**src/rtl/ovt_pkg.sv**
```systemverilog
package ovt_pkg;
  typedef enum logic {ST_ARMED = 1'b0, ST_TRIPPED = 1'b1} ovt_state_e;
  localparam logic [1:0] A_CTRL  = 2'd0;
  localparam logic [1:0] A_CAUSE = 2'd1;
  localparam logic [1:0] A_MASK  = 2'd2;
  localparam logic [1:0] A_AGG   = 2'd3;
endpackage

```
**src/rtl/ovt_regs.sv**
```systemverilog
module ovt_regs #(
  parameter int DATA_W    = 32,
  parameter int SAMP_W    = 10,
  parameter int HYS_W     = 2,
  parameter int THR_LSB   = 3,
  parameter int HYS_LSB   = 19,
  parameter int INTEN_BIT = 25,
  parameter int CAUSE_BIT = 20,
  parameter int AGG_BIT   = 1
) (
  input  logic              clk,
  input  logic              rst_n,
  input  logic              reg_wr,
  input  logic              reg_rd,
  input  logic [1:0]        reg_addr,
  input  logic [DATA_W-1:0] reg_wdata,
  input  logic              cause_q,
  output logic [DATA_W-1:0] reg_rdata,
  output logic [SAMP_W-1:0] thr_q,
  output logic [HYS_W-1:0]  hys_q,
  output logic              inten_q,
  output logic              mask_q,
  output logic              agg_q,
  output logic              cause_rd
);
  import ovt_pkg::*;
  localparam logic [SAMP_W-1:0] THR_RST = '1;

  always_ff @(posedge clk or negedge rst_n) begin
    if (!rst_n) begin
      thr_q   <= THR_RST;
      hys_q   <= '0;
      inten_q <= 1'b0;
      mask_q  <= 1'b0;
      agg_q   <= 1'b0;
    end else if (reg_wr) begin
      case (reg_addr)
        A_CTRL: begin
          thr_q   <= reg_wdata[THR_LSB +: SAMP_W];
          hys_q   <= reg_wdata[HYS_LSB +: HYS_W];
          inten_q <= reg_wdata[INTEN_BIT];
        end
        A_MASK:  mask_q <= reg_wdata[CAUSE_BIT];
        A_AGG:   agg_q  <= reg_wdata[AGG_BIT];
        default: ;
      endcase
    end
  end

  assign cause_rd = reg_rd && (reg_addr == A_CAUSE);

  always_comb begin
    reg_rdata = '0;
    case (reg_addr)
      A_CTRL: begin
        reg_rdata[THR_LSB +: SAMP_W] = thr_q;
        reg_rdata[HYS_LSB +: HYS_W]  = hys_q;
        reg_rdata[INTEN_BIT]         = inten_q;
      end
      A_CAUSE: reg_rdata[CAUSE_BIT] = cause_q;
      A_MASK:  reg_rdata[CAUSE_BIT] = mask_q;
      default: reg_rdata[AGG_BIT]   = agg_q;
    endcase
  end
endmodule

```
**src/rtl/ovt_watermark.sv**
```systemverilog
module ovt_watermark #(
  parameter int SAMP_W = 10,
  parameter int HYS_W  = 2
) (
  input  logic [SAMP_W-1:0] thr,
  input  logic [HYS_W-1:0]  hys,
  output logic [SAMP_W-1:0] wm_hi,
  output logic [SAMP_W-1:0] wm_lo
);
  localparam int SUM_W = SAMP_W + 1;
  localparam logic [SUM_W-1:0] CODE_MAX = {1'b0, {SAMP_W{1'b1}}};
  localparam logic [SUM_W-1:0] BASE_STEP = SUM_W'(4);

  function automatic logic [SUM_W-1:0] band_step(input logic [HYS_W-1:0] h);
    return BASE_STEP << h;
  endfunction

  function automatic logic [SAMP_W-1:0] high_mark(input logic [SAMP_W-1:0] t,
                                                  input logic [SUM_W-1:0] s);
    logic [SUM_W-1:0] sum;
    sum = {1'b0, t} + s;
    return (sum > CODE_MAX) ? CODE_MAX[SAMP_W-1:0] : sum[SAMP_W-1:0];
  endfunction

  function automatic logic [SAMP_W-1:0] low_mark(input logic [SAMP_W-1:0] t,
                                                 input logic [SUM_W-1:0] s);
    logic [SUM_W-1:0] dif;
    dif = {1'b0, t} - s;
    return ({1'b0, t} < s) ? '0 : dif[SAMP_W-1:0];
  endfunction

  logic [SUM_W-1:0] step;
  assign step  = band_step(hys);
  assign wm_hi = high_mark(thr, step);
  assign wm_lo = low_mark(thr, step);
endmodule

```
**src/rtl/ovt_tripfsm.sv**
```systemverilog
module ovt_tripfsm #(
  parameter int SAMP_W = 10
) (
  input  logic              clk,
  input  logic              rst_n,
  input  logic              smp_vld,
  input  logic [SAMP_W-1:0] smp_code,
  input  logic [SAMP_W-1:0] wm_hi,
  input  logic [SAMP_W-1:0] wm_lo,
  input  logic              inten,
  input  logic              cause_rd,
  output logic              tripped,
  output logic              cause_q,
  output logic              trip_evt,
  output logic              rearm_evt,
  output logic              clr_evt
);
  import ovt_pkg::*;
  ovt_state_e state_q;

  assign tripped   = (state_q == ST_TRIPPED);
  assign trip_evt  = smp_vld && !tripped && (smp_code >= wm_hi);
  assign rearm_evt = smp_vld &&  tripped && (smp_code <  wm_lo);
  assign clr_evt   = cause_rd && !tripped && !trip_evt;

  always_ff @(posedge clk or negedge rst_n) begin
    if (!rst_n) begin
      state_q <= ST_ARMED;
    end else if (trip_evt) begin
      state_q <= ST_TRIPPED;
    end else if (rearm_evt) begin
      state_q <= ST_ARMED;
    end
  end

  always_ff @(posedge clk or negedge rst_n) begin
    if (!rst_n) begin
      cause_q <= 1'b0;
    end else if (trip_evt && inten) begin
      cause_q <= 1'b1;
    end else if (clr_evt) begin
      cause_q <= 1'b0;
    end
  end
endmodule

```
**src/rtl/ovt_monitor.sv**
```systemverilog
module ovt_monitor #(
  parameter int DATA_W    = 32,
  parameter int SAMP_W    = 10,
  parameter int HYS_W     = 2,
  parameter int THR_LSB   = 3,
  parameter int HYS_LSB   = 19,
  parameter int INTEN_BIT = 25,
  parameter int CAUSE_BIT = 20,
  parameter int AGG_BIT   = 1
) (
  input  logic              clk,
  input  logic              rst_n,
  input  logic              smp_vld,
  input  logic [SAMP_W-1:0] smp_code,
  input  logic              reg_wr,
  input  logic              reg_rd,
  input  logic [1:0]        reg_addr,
  input  logic [DATA_W-1:0] reg_wdata,
  output logic [DATA_W-1:0] reg_rdata,
  output logic              ovt_irq
);
  logic [SAMP_W-1:0] thr_q, wm_hi, wm_lo;
  logic [HYS_W-1:0]  hys_q;
  logic inten_q, mask_q, agg_q, cause_q, cause_rd;
  logic fsm_tripped, trip_evt, rearm_evt, clr_evt;

  ovt_regs #(
    .DATA_W(DATA_W), .SAMP_W(SAMP_W), .HYS_W(HYS_W), .THR_LSB(THR_LSB),
    .HYS_LSB(HYS_LSB), .INTEN_BIT(INTEN_BIT), .CAUSE_BIT(CAUSE_BIT), .AGG_BIT(AGG_BIT)
  ) u_regs (
    .clk(clk), .rst_n(rst_n), .reg_wr(reg_wr), .reg_rd(reg_rd),
    .reg_addr(reg_addr), .reg_wdata(reg_wdata), .cause_q(cause_q),
    .reg_rdata(reg_rdata), .thr_q(thr_q), .hys_q(hys_q), .inten_q(inten_q),
    .mask_q(mask_q), .agg_q(agg_q), .cause_rd(cause_rd)
  );

  ovt_watermark #(.SAMP_W(SAMP_W), .HYS_W(HYS_W)) u_wm (
    .thr(thr_q), .hys(hys_q), .wm_hi(wm_hi), .wm_lo(wm_lo)
  );

  ovt_tripfsm #(.SAMP_W(SAMP_W)) u_fsm (
    .clk(clk), .rst_n(rst_n), .smp_vld(smp_vld), .smp_code(smp_code),
    .wm_hi(wm_hi), .wm_lo(wm_lo), .inten(inten_q), .cause_rd(cause_rd),
    .tripped(fsm_tripped), .cause_q(cause_q), .trip_evt(trip_evt),
    .rearm_evt(rearm_evt), .clr_evt(clr_evt)
  );

  assign ovt_irq = cause_q & mask_q & agg_q;
endmodule

```
**config.mk**
```make
export PLATFORM = sky130hd
export DESIGN_NAME = ovt_monitor
export DESIGN_NICKNAME = d
export VERILOG_FILES = /design/src/rtl/ovt_pkg.sv /design/src/rtl/ovt_regs.sv /design/src/rtl/ovt_watermark.sv /design/src/rtl/ovt_tripfsm.sv /design/src/rtl/ovt_monitor.sv
export SDC_FILE = /design/constraint.sdc
export NUM_CORES = 1
export LEC_CHECK = 0
export BUFFER_PORTS_ARGS = -buffer_cell sky130_fd_sc_hd__clkbuf_2
export CAP_MARGIN = 20
export CELL_PAD_IN_SITES_DETAIL_PLACEMENT = 1
export CELL_PAD_IN_SITES_GLOBAL_PLACEMENT = 2
export CORE_MARGIN = 1.5
export CORE_UTILIZATION = 25
export DETAILED_ROUTE_END_ITERATION = 16
export HOLD_SLACK_MARGIN = 0.12
export PLACE_DENSITY = 0.8
export SYNTH_ARGS = -nofsm -noshare
export SYNTH_HDL_FRONTEND = slang
export SYNTH_SLANG_ARGS = --single-unit
```
**constraint.sdc**
```tcl
create_clock -name clk -period 2.8 [get_ports clk]
set_clock_uncertainty 0.05 [all_clocks]
set_input_delay 0.42 -clock clk [delete_from_list [all_inputs] [get_ports clk]]
set_output_delay 0.42 -clock clk [all_outputs]
set_load 0.05 [all_outputs]
```
==> results.json, run 1 <==
{
  "finish.utilization_pct": 36.44,
  "avgSynthCellArea_um2": 9.096,
  "synth_ff_type": "dfstp_2",
  "tns_ns": -0.8528,
  "wl_um": 5516,
  "area_growth_pct": 39.18,
  "timing.hold.ws_ns": 0.3433,
  "violations": "negative setup slack",
  "antenna_found_initial": 0,
  "post_dp_cell_area_um2": 2410,
  "yosysSeqAreaShare_pct": 22.82,
  "hp-class": "input port to flip-flop",
  "clk_latency_ns": 0.25,
  "period_minus_slack_ns": 3.245,
  "nets": 372,
  "drcViolationCount": 0,
  "crit_chain": "or2_4 > inv_2 > ha_4 > fa_2 > nand2b_4 > a21oi_2 > o21ba_4 > or2_1 > ha_1 > or3b_1 > o2111ai_2 > a311oi_2 > a211oi_2 > buf_4 > o21ai_1",
  "synth_cells": 211,
  "period_share_pct": 115.9,
  "layout-drive-gt1-share_pct": 48.98,
  "diodes": 0,
  "cts_made_buffers": 3,
  "setup_ws_ns": -0.4448,
  "crit_required_ns": 2.89,
  "synth_edf_count": 0,
  "dp_cells": 377,
  "port_buffers": 45,
  "worstSetupStartpointType": "flip-flop",
  "drv_cap": 0,
  "dp_hpwl_um": 4438,
  "ant_nets": 0,
  "ys_types": 56,
  "maxSlewViolCount": 0,
  "start_util_pct": 26.18,
  "ys_ff_latch": 17,
  "drt_iter0_markers": 40,
  "reg2reg_depth": 15,
  "fill_cells": 876,
  "cts_buffer_depth": 2,
  "synth_xor_area_share_pct": 0.9126,
  "r2r_slack_ns": -0.44,
  "fp-row-count": 31,
  "hold_viol_final": 0,
  "max-vdd-ir-drop_v": 0.0003128,
  "endpoint_kind": "flip-flop",
  "arrival_ns": 3.34,
  "cellPowerDensity_nw_per_um2": 668.0,
  "async_reset_ff_share_pct": 100.0,
  "cts_sinks": 17,
  "syn_area_um2": 1919,
  "place_congestion": 0.8199,
  "stdcell_count": 393,
  "grt_pass1_wl_um": 9177,
  "pre_cts_slack_ns": -0.4867,
  "die_x_um": 90.62,
  "p_leak_nw": 1.284,
  "muxShareOfSynthArea_pct": 11.41,
  "coreArea_um2": 7331,
  "grt_max_degree": 18,
  "synth-simple-area-share_pct": 21.06,
  "fmax_mhz": 308.2,
  "synth_top_family_by_area": "simple AND/OR/NAND/NOR gates",
  "die-area_um2": 8212,
  "hold_depth": 2,
  "slowest_stage": "dfrtp_1",
  "drt-pass1-iter-count": 4,
  "ioPinCount": 82,
  "clk_pin_slew_worst_paths_ns": 0.06,
  "rsz0062_at_grt": "true",
  "cts_root_buf": "clkbuf_8",
  "crit_fanout": 3,
  "grt_pass1_vias": 1904,
  "dr_total_vias": 1781,
  "routedWlPerCell_um": 14.04,
  "synth-compound-area-share_pct": 14.08,
  "outcome": "finished with violations",
  "grt-ovfl-total": 0,
  "via_per_inst": 4.532,
  "crit_type": "flip-flop to flip-flop",
  "final_cell_area_um2": 2671,
  "ys_warn_count": 0,
  "cts_tree": "yes",
  "synth_fa_ha_area_share_pct": 18.64,
  "cts_htree_levels": 1,
  "critical-path-max-stage-delay_ns": 0.38,
  "dieHeight_um": 90.62,
  "grt_usage_pct": 13.94,
  "finalPower_mw": 1.784,
  "setup_violations": 2
}
[path summary, 6_finish.rpt]
path / to / start
min: u_regs.agg_q / reg_wdata[1]
min in group asynchronous: u_regs.mask_q / rst_n
max reg2reg: u_fsm.cause_q / u_regs.hys_q[0]
max: u_fsm.cause_q / u_regs.hys_q[0]
max in group asynchronous: u_regs.thr_q[2] / rst_n
min reg2reg: u_regs.agg_q / u_regs.agg_q
[registers in the layout, summed over array words and instances (netlist names)]
name	cells
u_regs.agg_q	1
u_regs.inten_q	1
u_regs.mask_q	1
u_fsm.cause_q	1
u_fsm.tripped	1
u_regs.thr_q	10
u_regs.hys_q	2
[metal layers]
metal	vias to the layer above	GRT usage [%]	share of wire [%]
met1	857	17.85	46
li1	873	-	-
met4	0	4.762	1.2
met3	4	2.189	4.5
met2	47	23.62	48
met5	-	0	0
[cell families after synthesis]
group | count (synthesis)
flip-flops | 17
multiplexers | 20
AO/OA/AOI/OAI | 37
buffers and inverters | 35
adder cells (fa/ha/maj) | 28
XOR/XNOR | 2
AND/OR/NAND/NOR | 71
other | 1
[worst max-delay path, delay by kind of cell, from the launching register on]
family,cells,cell delay [ns]
and+or+nand+nor,4,0.83
DFF,1,0.38
buffers and inverters,2,0.22
AOI/OAI and AO/OA,6,0.83
adders and majority gates,3,0.81
[cell type report]
type	instances	area, µm²	share of cell area [%]
Clock buffer	4	45.04	1.686
Timing Repair Buffer	86	539.3	20.19
Multi-Input combinational cell	176	1484	55.55
Inverter	11	41.29	1.546
Tap cell	99	123.9	4.637
Sequential cell	17	437.9	16.39
[repair_timing]
| item | in CTS | in global routing |
|---|---|---|
| pin swaps | 13 | 12 |
| resized for setup | 12 | 7 |
| gates cloned | 0 | 0 |
| endpoints found under the hold margin | 7 | 0 |
| hold buffers | 1 | 0 |
| setup endpoints to repair | 2 | 2 |
| setup buffers | 9 | 2 |
[power breakdown]
group / total [mW] / internal (mW) / leakage (nW) / switching (mW)
registers: 0.380 / 0.322 / 0.187 / 0.0582
clock network: 0.184 / 0.101 / 0.0228 / 0.0826
logic: 1.22 / 0.579 / 1.07 / 0.642
[cell usage after synthesis, types with 2 or more instances]
cell / count / area (µm²)
nand2_1: 11 / 41.29
a211oi_1: 2 / 15.01
nand3b_1: 3 / 22.52
a21oi_1: 11 / 55.05
nor2_1: 11 / 41.29
a21o_1: 2 / 15.01
o21ai_1: 2 / 10.01
clkbuf_1: 3 / 11.26
buf_4: 18 / 135.1
buf_2: 2 / 10.01
ha_1: 27 / 337.8
o211ai_1: 2 / 15.01
dfrtp_1: 7 / 175.2
mux2_2: 14 / 157.7
and2_1: 12 / 75.07
dfstp_2: 10 / 262.8
o2111ai_1: 2 / 17.52
and3_1: 2 / 12.51
o21ai_0: 2 / 10.01
nand4_1: 3 / 18.77
nor3_1: 3 / 15.01
nand2b_1: 8 / 50.05
inv_1: 11 / 41.29
nor2b_1: 3 / 18.77
or2_2: 2 / 12.51
nand3_1: 4 / 20.02
mux2i_1: 5 / 50.05
[cell usage in the layout (no fill, tap or decap), types with 4 or more instances in the layout]
cell	synthesis	routed
a21oi_1	11	8
a21oi_2	1	4
and2_1	12	12
buf_4	18	39
clkbuf_2	0	45
conb_1	1	18
dfrtp_1	7	7
dfstp_2	10	10
ha_1	27	23
ha_4	0	4
inv_1	11	9
mux2_2	14	14
mux2i_1	5	4
nand2_1	11	10
nand2b_1	8	5
nor2_1	11	11
Note: power is estimated with default switching activity, not from simulation.
==> inputs of run 2 (changes only) <==
--- a/config.mk
+++ b/config.mk
@@ -10,10 +10,10 @@
 export CELL_PAD_IN_SITES_DETAIL_PLACEMENT = 1
 export CELL_PAD_IN_SITES_GLOBAL_PLACEMENT = 2
 export CORE_MARGIN = 1.5
-export CORE_UTILIZATION = 25
+export CORE_UTILIZATION = 27
 export DETAILED_ROUTE_END_ITERATION = 16
 export HOLD_SLACK_MARGIN = 0.12
-export PLACE_DENSITY = 0.8
+export PLACE_DENSITY = 0.82
 export SYNTH_ARGS = -nofsm -noshare
 export SYNTH_HDL_FRONTEND = slang
 export SYNTH_SLANG_ARGS = --single-unit
==> constraint.sdc (replaced) <==
create_clock -name clk -period 3.3 [get_ports clk]
set_clock_uncertainty 0.05 [all_clocks]
set_input_delay 0.495 -clock clk [delete_from_list [all_inputs] [get_ports clk]]
set_output_delay 0.495 -clock clk [all_outputs]
set_load 0.05 [all_outputs]
==> results.json, run 2 (same netlist as run 1, synthesis figures left out) <==
{
  "outcome": "complete, no violations",
  "routedWlPerCell_um": 13.71,
  "arrival_ns": 3.31,
  "worstMarginPinSlew_ns": 0.7182,
  "period_minus_slack_ns": 3.215,
  "wl_met3_um": 214,
  "endpoint_kind": "flip-flop",
  "cts_root_buf": "clkbuf_8",
  "drv_cap": 0,
  "fmax_mhz": 311.1,
  "port_buffers": 45,
  "slew_headroom_pct": 51.94,
  "max-vdd-ir-drop_v": 0.0002714,
  "die-area_um2": 7623,
  "cts_htree_levels": 1,
  "r2r-start": "u_regs.hys_q[1]",
  "maxSlewViolCount": 0,
  "ioPinCount": 82,
  "finish.utilization_pct": 35.46,
  "grt_pass1_vias": 1647,
  "dp_hpwl_um": 4040,
  "clk_pin_slew_worst_paths_ns": 0.06,
  "grt_usage_pct": 12.92,
  "antenna_found_initial": 0,
  "period_share_pct": 97.42,
  "layout_common_cells": "clkbuf_2, ha_1, conb_1, mux2_2, buf_4",
  "largest_reg_flops": 10,
  "grt_pass1_wl_um": 7679,
  "final_common_cell": "clkbuf_2",
  "rsz0062_at_grt": "true",
  "crit_fanout": 3,
  "hp-class": "input port to asynchronous set/reset pin",
  "grt-ovfl-total": 0,
  "clk_latency_ns": 0.25,
  "cts_buffer_depth": 2,
  "tns_ns": 0,
  "cellPowerDensity_nw_per_um2": 567.7,
  "ant_nets": 0,
  "setup_violations": 0,
  "diodes": 0,
  "fp-row-count": 30,
  "hold_buffers": 0,
  "dieHeight_um": 87.31,
  "dr.max_layer_used": "met4",
  "met2_length_um": 2319,
  "worstReg2RegEnd": "u_fsm.cause_q",
  "drt-pass1-iter-count": 3,
  "layout-drive-gt1-share_pct": 40.82,
  "met1_length_um": 2384,
  "start_util_pct": 28.10,
  "place_congestion": 0.8583,
  "drcViolationCount": 0,
  "crit_type": "flip-flop to flip-flop",
  "p_leak_nw": 1.160,
  "crit_required_ns": 3.39,
  "regMostFlops": "u_regs.thr_q",
  "hold_viol_final": 0,
  "grt_max_degree": 18,
  "die_x_um": 87.31,
  "cts_sinks": 17,
  "cts_tree": "yes",
  "via_per_inst": 4.534,
  "worstSetupStartpointType": "flip-flop",
  "wl_um": 4976,
  "dr_total_vias": 1646,
  "nets": 345,
  "cts_made_buffers": 3,
  "reg_top3": "u_regs.thr_q: 10 flops, u_regs.hys_q: 2 flops",
  "area_growth_pct": 26.21,
  "r2r_slack_ns": 0.09,
  "coreArea_um2": 6832,
  "crit_start": "u_regs.hys_q[1]",
  "reg2reg_depth": 15,
  "drt_iter0_markers": 24
}
## run 2: cell types whose count changed in the layout (fill, tap and decap cells not counted), sizes merged
cell | previous run | this run
dlygate4sd3 | 1 | 0
buf | 40 | 14
## run 2: critical path, cell delays in order (launching register included)
cell,delay (ns)
dfrtp_1,0.37
or2_4,0.13
inv_1,0.05
ha_4,0.16
fa_2,0.39
nand2b_4,0.09
a21oi_2,0.06
o21ba_4,0.20
or2_1,0.25
ha_1,0.27
or3b_1,0.37
o2111ai_2,0.09
a311oi_2,0.13
a211oi_2,0.26
buf_4,0.17
o21ai_1,0.05
## run 2: how the worst max path moves through the flow
stage,endpoint,slack (ns),depth (start not counted)
global route,u_fsm.tripped,-0.09,15
CTS,u_fsm.tripped,0.005,14
finish,u_fsm.cause_q,0.09,15
floorplan,u_fsm.cause_q,0.32,14
global placement,u_fsm.tripped,0.02,14
detailed placement,u_fsm.tripped,-0.06,14
## run 2: cell type report
type                            count  area [µm²]
Inverter                           11       41.29
Clock buffer                        4       45.04
Tap cell                           96       120.1
Sequential cell                    17       437.9
Multi-Input combinational cell    176        1444
Fill cell                         836        4409
Timing Repair Buffer               59       334.1
## run 2: per-layer routing
metal  up-vias  global-route usage [%]
li1        821                       -
met1       776                   17.40
met2        44                   21.47
met3         5                   1.327
met4         0                   4.329
met5         -                       0
## run 2: stage by stage
| step | area [µm²] | std cells | total power, mW | setup slack [ns] | hold slack (ns) |
|---|---|---|---|---|---|
| floorplan | 1983 | 228 | 0.9122 | 0.3217 | 0.1494 |
| global placement | 2213 | 352 | 1.077 | 0.01969 | 0.3984 |
| detailed placement | 2213 | 352 | 1.105 | -0.06308 | 0.4037 |
| CTS | 2278 | 357 | 1.281 | 0.004633 | 0.1248 |
| global route | 2422 | 363 | 1.500 | -0.09492 | 0.1335 |
| finish | 2422 | 363 | 1.375 | 0.08510 | 0.1162 |
## run 2: timing repair
action	4_1_cts	5_1_grt
setup endpoints to repair	2	2
pin swaps	3	14
resized for setup	3	14
setup buffers	1	6
## run 2: power by group
group / switching, mW / internal (mW)
clock: 0.0710 / 0.0858
combinational: 0.470 / 0.397
sequential: 0.0769 / 0.275
total: 0.618 / 0.757
